[src/rtl/sclk_div_pkg.sv]
package sclk_div_pkg;

   // Widest divider setting the helpers below accept.
   localparam int unsigned MAX_DIV_W = 16;

   // Cycles the output spends low in one period: ratio - floor(ratio/2).
   function automatic logic [MAX_DIV_W:0] low_phase_len(input logic [MAX_DIV_W-1:0] div);
      logic [MAX_DIV_W:0] ratio;
      ratio = {1'b0, div} + {{MAX_DIV_W{1'b0}}, 1'b1};
      return ratio - (ratio >> 1);
   endfunction

   // Output phase decoded from the counter (used for readability in the stage).
   typedef enum logic {
      PH_LOW  = 1'b0,
      PH_HIGH = 1'b1
   } sclk_phase_e;

endpackage

[src/rtl/sclk_cfg_lock.sv]
module sclk_cfg_lock #(
   parameter int unsigned DIV_W = 8
) (
   input  logic             clk_i,
   input  logic             rst_n_i,
   input  logic             en_i,
   input  logic [DIV_W-1:0] div_set_i,
   output logic [DIV_W-1:0] div_q_o
);

   always_ff @(posedge clk_i or negedge rst_n_i) begin
      if (!rst_n_i) begin
         div_q_o <= '0;
      end else if (!en_i) begin
         div_q_o <= div_set_i;
      end
   end

   // while enabled the locked setting never moves
   p_lock_hold_r6: assert property (@(posedge clk_i) disable iff (!rst_n_i)
      $past(en_i) |-> $stable(div_q_o));

endmodule

[src/rtl/sclk_phase_cnt.sv]
module sclk_phase_cnt #(
   parameter int unsigned DIV_W = 8
) (
   input  logic             clk_i,
   input  logic             rst_n_i,
   input  logic             run_i,
   input  logic [DIV_W-1:0] div_q_i,
   output logic [DIV_W-1:0] cnt_o,
   output logic             wrap_o
);

   logic [DIV_W-1:0] cnt_nxt;

   always_comb begin
      wrap_o = (cnt_o == div_q_i);
      if (!run_i || wrap_o) begin
         cnt_nxt = '0;
      end else begin
         cnt_nxt = cnt_o + 1'b1;
      end
   end

   always_ff @(posedge clk_i or negedge rst_n_i) begin
      if (!rst_n_i) begin
         cnt_o <= '0;
      end else begin
         cnt_o <= cnt_nxt;
      end
   end

   // counter stays inside 0..setting so the period is setting+1
   p_cnt_bound_r3: assert property (@(posedge clk_i) disable iff (!rst_n_i)
      cnt_o <= div_q_i);

   // an idle counter restarts from zero
   p_idle_zero_r5: assert property (@(posedge clk_i) disable iff (!rst_n_i)
      !$past(run_i) |-> (cnt_o == '0));

endmodule

[src/rtl/sclk_out_stage.sv]
module sclk_out_stage #(
   parameter int unsigned DIV_W = 8
) (
   input  logic             clk_i,
   input  logic             rst_n_i,
   input  logic             run_i,
   input  logic [DIV_W-1:0] cnt_i,
   input  logic [DIV_W-1:0] div_q_i,
   input  logic             wrap_i,
   output logic             sclk_o,
   output logic             tc_o
);

   import sclk_div_pkg::*;

   localparam int unsigned EXT_W = DIV_W + 1;

   logic [EXT_W-1:0] low_len;
   sclk_phase_e      phase_nxt;
   logic             tc_nxt;

   always_comb begin
      low_len = EXT_W'(low_phase_len(MAX_DIV_W'(div_q_i)));
      if (run_i && ({1'b0, cnt_i} >= low_len)) begin
         phase_nxt = PH_HIGH;
      end else begin
         phase_nxt = PH_LOW;
      end
      tc_nxt = run_i && wrap_i;
   end

   always_ff @(posedge clk_i or negedge rst_n_i) begin
      if (!rst_n_i) begin
         sclk_o <= 1'b0;
         tc_o   <= 1'b0;
      end else begin
         sclk_o <= (phase_nxt == PH_HIGH);
         tc_o   <= tc_nxt;
      end
   end

   // pulse only in a high cycle, and the output falls right after it
   p_tc_in_high_r8: assert property (@(posedge clk_i) disable iff (!rst_n_i)
      tc_o |-> sclk_o);
   p_tc_then_fall_r8: assert property (@(posedge clk_i) disable iff (!rst_n_i)
      tc_o |=> !sclk_o);

endmodule

[src/rtl/sclk_divider_gen.sv]
module sclk_divider_gen #(
   parameter int unsigned DIV_W = 8
) (
   input  logic             clk_i,
   input  logic             rst_n_i,
   input  logic             en_i,
   input  logic [DIV_W-1:0] div_set_i,
   output logic             sclk_o,
   output logic             tc_o,
   output logic [DIV_W-1:0] div_lock_o
);

   initial begin
      a_div_w_range: assert (DIV_W >= 2 && DIV_W <= sclk_div_pkg::MAX_DIV_W)
         else $error("sclk_divider_gen: DIV_W out of range");
   end

   logic [DIV_W-1:0] div_q;
   logic [DIV_W-1:0] cnt;
   logic             wrap;
   logic             run;

   sclk_cfg_lock #(.DIV_W(DIV_W)) u_lock (
      .clk_i     (clk_i),
      .rst_n_i   (rst_n_i),
      .en_i      (en_i),
      .div_set_i (div_set_i),
      .div_q_o   (div_q)
   );

   assign run = en_i && (div_q != '0);

   sclk_phase_cnt #(.DIV_W(DIV_W)) u_cnt (
      .clk_i   (clk_i),
      .rst_n_i (rst_n_i),
      .run_i   (run),
      .div_q_i (div_q),
      .cnt_o   (cnt),
      .wrap_o  (wrap)
   );

   sclk_out_stage #(.DIV_W(DIV_W)) u_out (
      .clk_i   (clk_i),
      .rst_n_i (rst_n_i),
      .run_i   (run),
      .cnt_i   (cnt),
      .div_q_i (div_q),
      .wrap_i  (wrap),
      .sclk_o  (sclk_o),
      .tc_o    (tc_o)
   );

   assign div_lock_o = div_q;

   // parked low after an edge that saw the enable low
   p_park_low_r7: assert property (@(posedge clk_i) disable iff (!rst_n_i)
      !$past(en_i) |-> (!sclk_o && !tc_o));

   // a zero setting keeps both outputs quiet
   p_zero_quiet_r2: assert property (@(posedge clk_i) disable iff (!rst_n_i)
      $past(div_q == '0) |-> (!sclk_o && !tc_o));

endmodule

[config.mk]
export PLATFORM = sky130hd
export DESIGN_NAME = sclk_divider_gen
export DESIGN_NICKNAME = d
export VERILOG_FILES = /design/src/rtl/sclk_div_pkg.sv /design/src/rtl/sclk_cfg_lock.sv /design/src/rtl/sclk_phase_cnt.sv /design/src/rtl/sclk_out_stage.sv /design/src/rtl/sclk_divider_gen.sv
export SDC_FILE = /design/constraint.sdc
export NUM_CORES = 1
export LEC_CHECK = 0
export BUFFER_PORTS_ARGS = -buffer_cell sky130_fd_sc_hd__buf_4
export CORE_MARGIN = 5
export CORE_UTILIZATION = 55
export CTS_CLUSTER_SIZE = 16
export DETAILED_ROUTE_END_ITERATION = 7
export GPL_ROUTABILITY_DRIVEN = 1
export GPL_TIMING_DRIVEN = 0
export PLACE_DENSITY = 0.83
export SKIP_LAST_GASP = 1
export SLEW_MARGIN = 5
export SYNTH_ARGS = -nofsm -noshare
export SYNTH_HDL_FRONTEND = slang
export SYNTH_SLANG_ARGS = --single-unit
[constraint.sdc]
create_clock -name clk_i -period 4.3 [get_ports clk_i]
set_input_delay 0.86 -clock clk_i [delete_from_list [all_inputs] [get_ports clk_i]]
set_output_delay 0.86 -clock clk_i [all_outputs]
set_load 0.02 [all_outputs]
==> impl_metrics.csv <==
group,metric,value,unit
synth,avgSynthCellArea,9.39,µm²
run,drv_cap,0,
synth,netlist_area,1660,µm²
floorplan,die_h,65.0,µm
grt,gr-total-overflow,0,
pwr,internal-power,373,µW
grt,grt_max_degree,19,
grt,grt_pass1_wl,5930,µm
sta,hold_viol_final,0,
sta,rsz0062_at_grt,"no",
finish,fin_cells,233,
pwr,clkPwrFrac,17.2,%
synth,ys_seq_elements,18,
synth,netlist_instances,177,
clocking,cts_tree,"yes",
pwr,p_leak,0.000910,µW
sta,finClkSkew,0.00128,ns
grt,grt_pass1_vias,1271,
clocking,cts_buffer_depth,2,
routing,wl_met2,1570,µm
floorplan,dieWidth,65.0,µm
critical_path,crit_path_end_kind,"register",
finish,fin_area,1880,µm²
clocking,hold_buffers,0,
pwr,power.total,608,µW
worst_hold_path,min_path_type,"in2async",
clocking,clock-root-buffer,"clkbuf_4",
routing,routed_wl,3330,µm
critical_path,cp_cell_sequence,"ha_1, buf_2, nand3_1, xnor2_1, ha_1, a21oi_1, o21ai_1, a211oi_2, o22ai_2, xnor2_1, ha_1, o2111ai_1, o21ai_0, nor3b_1, nand3_1, mux2i_1",
routing,ant_nets,0,
finish,multi_input_area,1110,µm²
pwr,power_switching,235,µW
synth,synth.area.top_cells,"dfrtp_1, ha_1, xor2_1, xnor2_1, mux2_2",
clocking,ctsResizeCount,0,
placed_design,dp_hpwl,2660,µm
critical_path,cp_max_fo,8,
pwr,ir_drop,0.273,mV
synth,yosys_warnings,0,
critical_path,cp.arrival,4.15,ns
finish,n_fill_cell,245,
critical_path,cpPeakStageDelay,0.55,ns
placed_design,place.gp.congestion,0.778,
sta,fmaxAchievable,255,MHz
pwr,switching_share,38.6,%
sta,fin_setup_tns,0,ns
placed_design,port_buffers,19,
synth,synth_top_area_share,27.1,%
finish,drive_gt1_share,26.0,%
clocking,clk_latency,0.29,ns
sta,tightest_slew,0.616,ns
routing,vias_per_cell,5.50,
routing,drc,0,
critical_path,crit_path_frequent_cell,"ha_1",
critical_path,r2r_start,"u_lock.div_q_o[1]",
finish,ff_latch_area,450,µm²
synth,synth_top_area_cell,"dfrtp_1",
critical_path,crit_required,4.53,ns
synth,synth_fp_nets,207,
finish,num_antenna_cells,0,
pwr,p_comb_share,50.4,%
floorplan,start_util,55.8,%
floorplan,core_area,2980,µm²
routing,wl_met1,1600,µm
run_status,status,"finished clean",
floorplan,rows,20,
synth,synth-main-ff-cell,"dfrtp_1",
routing,dr.pass1.iters,4,
sta,relSlewSlack,58.4,%
routing,vias,1281,
synth,yosysUniqueCellTypes,44,
grt,grt_usage,18.0,%
pwr,seqPwrFrac,32.4,%
floorplan,dieArea,4220,µm²
clocking,cts_buffers,3,
routing,highest_layer,"met4",
sta,setup_viol,0,
finish,fin_util,63.2,%
sta,final_max_slew_viol_count,0,
sta,min_period,3.92,ns
synth,synth_edf_count,0,
routing,met3WireLength,125,µm
placed_design,placed_cell_area,1850,µm²
placed_design,place_inst,229,
grt,antenna_found_initial,0,
clocking,clk_pin_slew,0.10,ns
synth,synth_common_cells,"dfrtp_1, ha_1, nor2_1",
clocking,cts_htree_levels,1,
critical_path,start_kind,"register",
routing,initialDrtViolationCount,25,
synth,synth-seq-area-share,27.1,%
routing,wl_per_cell,14.3,µm
pwr,powerDensity,323,nW/µm²
clocking,clock_sinks,18,
floorplan,pin_count,21,
synth,async_flop_share,100,%
critical_path,cpMaxStageDelayCell,"dfrtp_1",
critical_path,path_class,"reg2reg",
sta,fin_crit_sh,91.2,%
finish,nNetsFinal,231,
critical_path,cp-startpoint,"u_lock.div_q_o[1]",
finish,syn2layout_area_growth,13.3,%
clocking,postCtsSetupBuffers,0,
==> critical path, delay by kind of cell, from the launching register on <==
kind | cells | cell delay, ns
compound gates | 6 | 0.96
xor+xnor | 2 | 0.57
fa+ha+maj | 3 | 0.82
buf+inv | 1 | 0.17
flops | 1 | 0.55
mux | 1 | 0.14
simple gates | 3 | 0.64
==> cells in the final DEF, fill, tap and decap left out, drive strengths merged, types with 2 or more instances in the layout <==
cell type   n
buf        25
nor4        2
o22ai       2
a21o        4
nand2       7
clkbuf      6
inv        15
nor3        3
dfrtp      18
a31oi       2
mux2        8
nor2       17
and3        2
a21oi       8
nand3       9
nand2b      4
xor2       15
ha         18
xnor2      15
a211oi      4
o21ai       5
==> power groups by stage <==
stage | Sequential, µW | Clock (µW) | Combinational [µW]
finish | 197 | 104 | 307
global route | 199 | 115 | 348
CTS | 197 | 106 | 311
detailed placement | 200 | 0 | 308
global placement | 199 | 0 | 301
floorplan | 205 | 0 | 227
==> final timing paths <==
kind                                endpoint  slack (ns)  cells after the start
max in group asynchronous     u_cnt.cnt_o[3]        3.70                      1
max                             u_out.sclk_o        0.38                     16
min reg2reg                   u_cnt.cnt_o[0]        0.61                      1
min                        u_lock.div_q_o[2]        0.41                      1
min in group clk_i            u_cnt.cnt_o[0]        0.61                      1
max reg2reg                     u_out.sclk_o        0.38                     16
==> final cells by class <==
class | instances | area share [%]
clock buffers | 4 | 1.93
multi-input cells | 136 | 59.2
repair buffers | 19 | 7.58
plain buffers | 8 | 2.13
well taps | 33 | 2.19
flip-flops and latches | 18 | 23.9
inverters | 15 | 2.99
==> sequential cells by signal, indices dropped and copies added (netlist names) <==
register and flops:
u_lock.div_q_o 8, u_cnt.cnt_o 8, u_out.tc_o 1, u_out.sclk_o 1
==> routing by layer <==
metal | vias to the layer above | global-route usage, %
li1 | 658 | -
met5 | - | 0
met4 | 0 | 4.75
met2 | 28 | 29.4
met1 | 589 | 24.6
met3 | 6 | 2.95
==> metrics by stage <==
step,worst slack [ns],hold WS [ns]
final,0.378,0.412
after detailed placement,0.410,0.590
after global routing,0.0158,0.416
after global placement,0.519,0.568
after CTS,0.381,0.416
after floorplan,0.777,0.520
==> cells by family (layout without fill, tap and decap cells) <==
| family | after synthesis | count (layout) | share of synthesized area (%) |
|---|---|---|---|
| adder cells (fa/ha/maj) | 19 | 19 | 14.8 |
| multiplexers | 9 | 9 | 6.02 |
| AO/OA/AOI/OAI | 31 | 31 | 13.5 |
| AND/OR/NAND/NOR | 47 | 47 | 14.5 |
| buffers and inverters | 23 | 46 | 5.80 |
| flip-flops | 18 | 18 | 27.1 |
| XOR/XNOR | 30 | 30 | 18.3 |
Note: power is estimated with default switching activity, not from simulation.
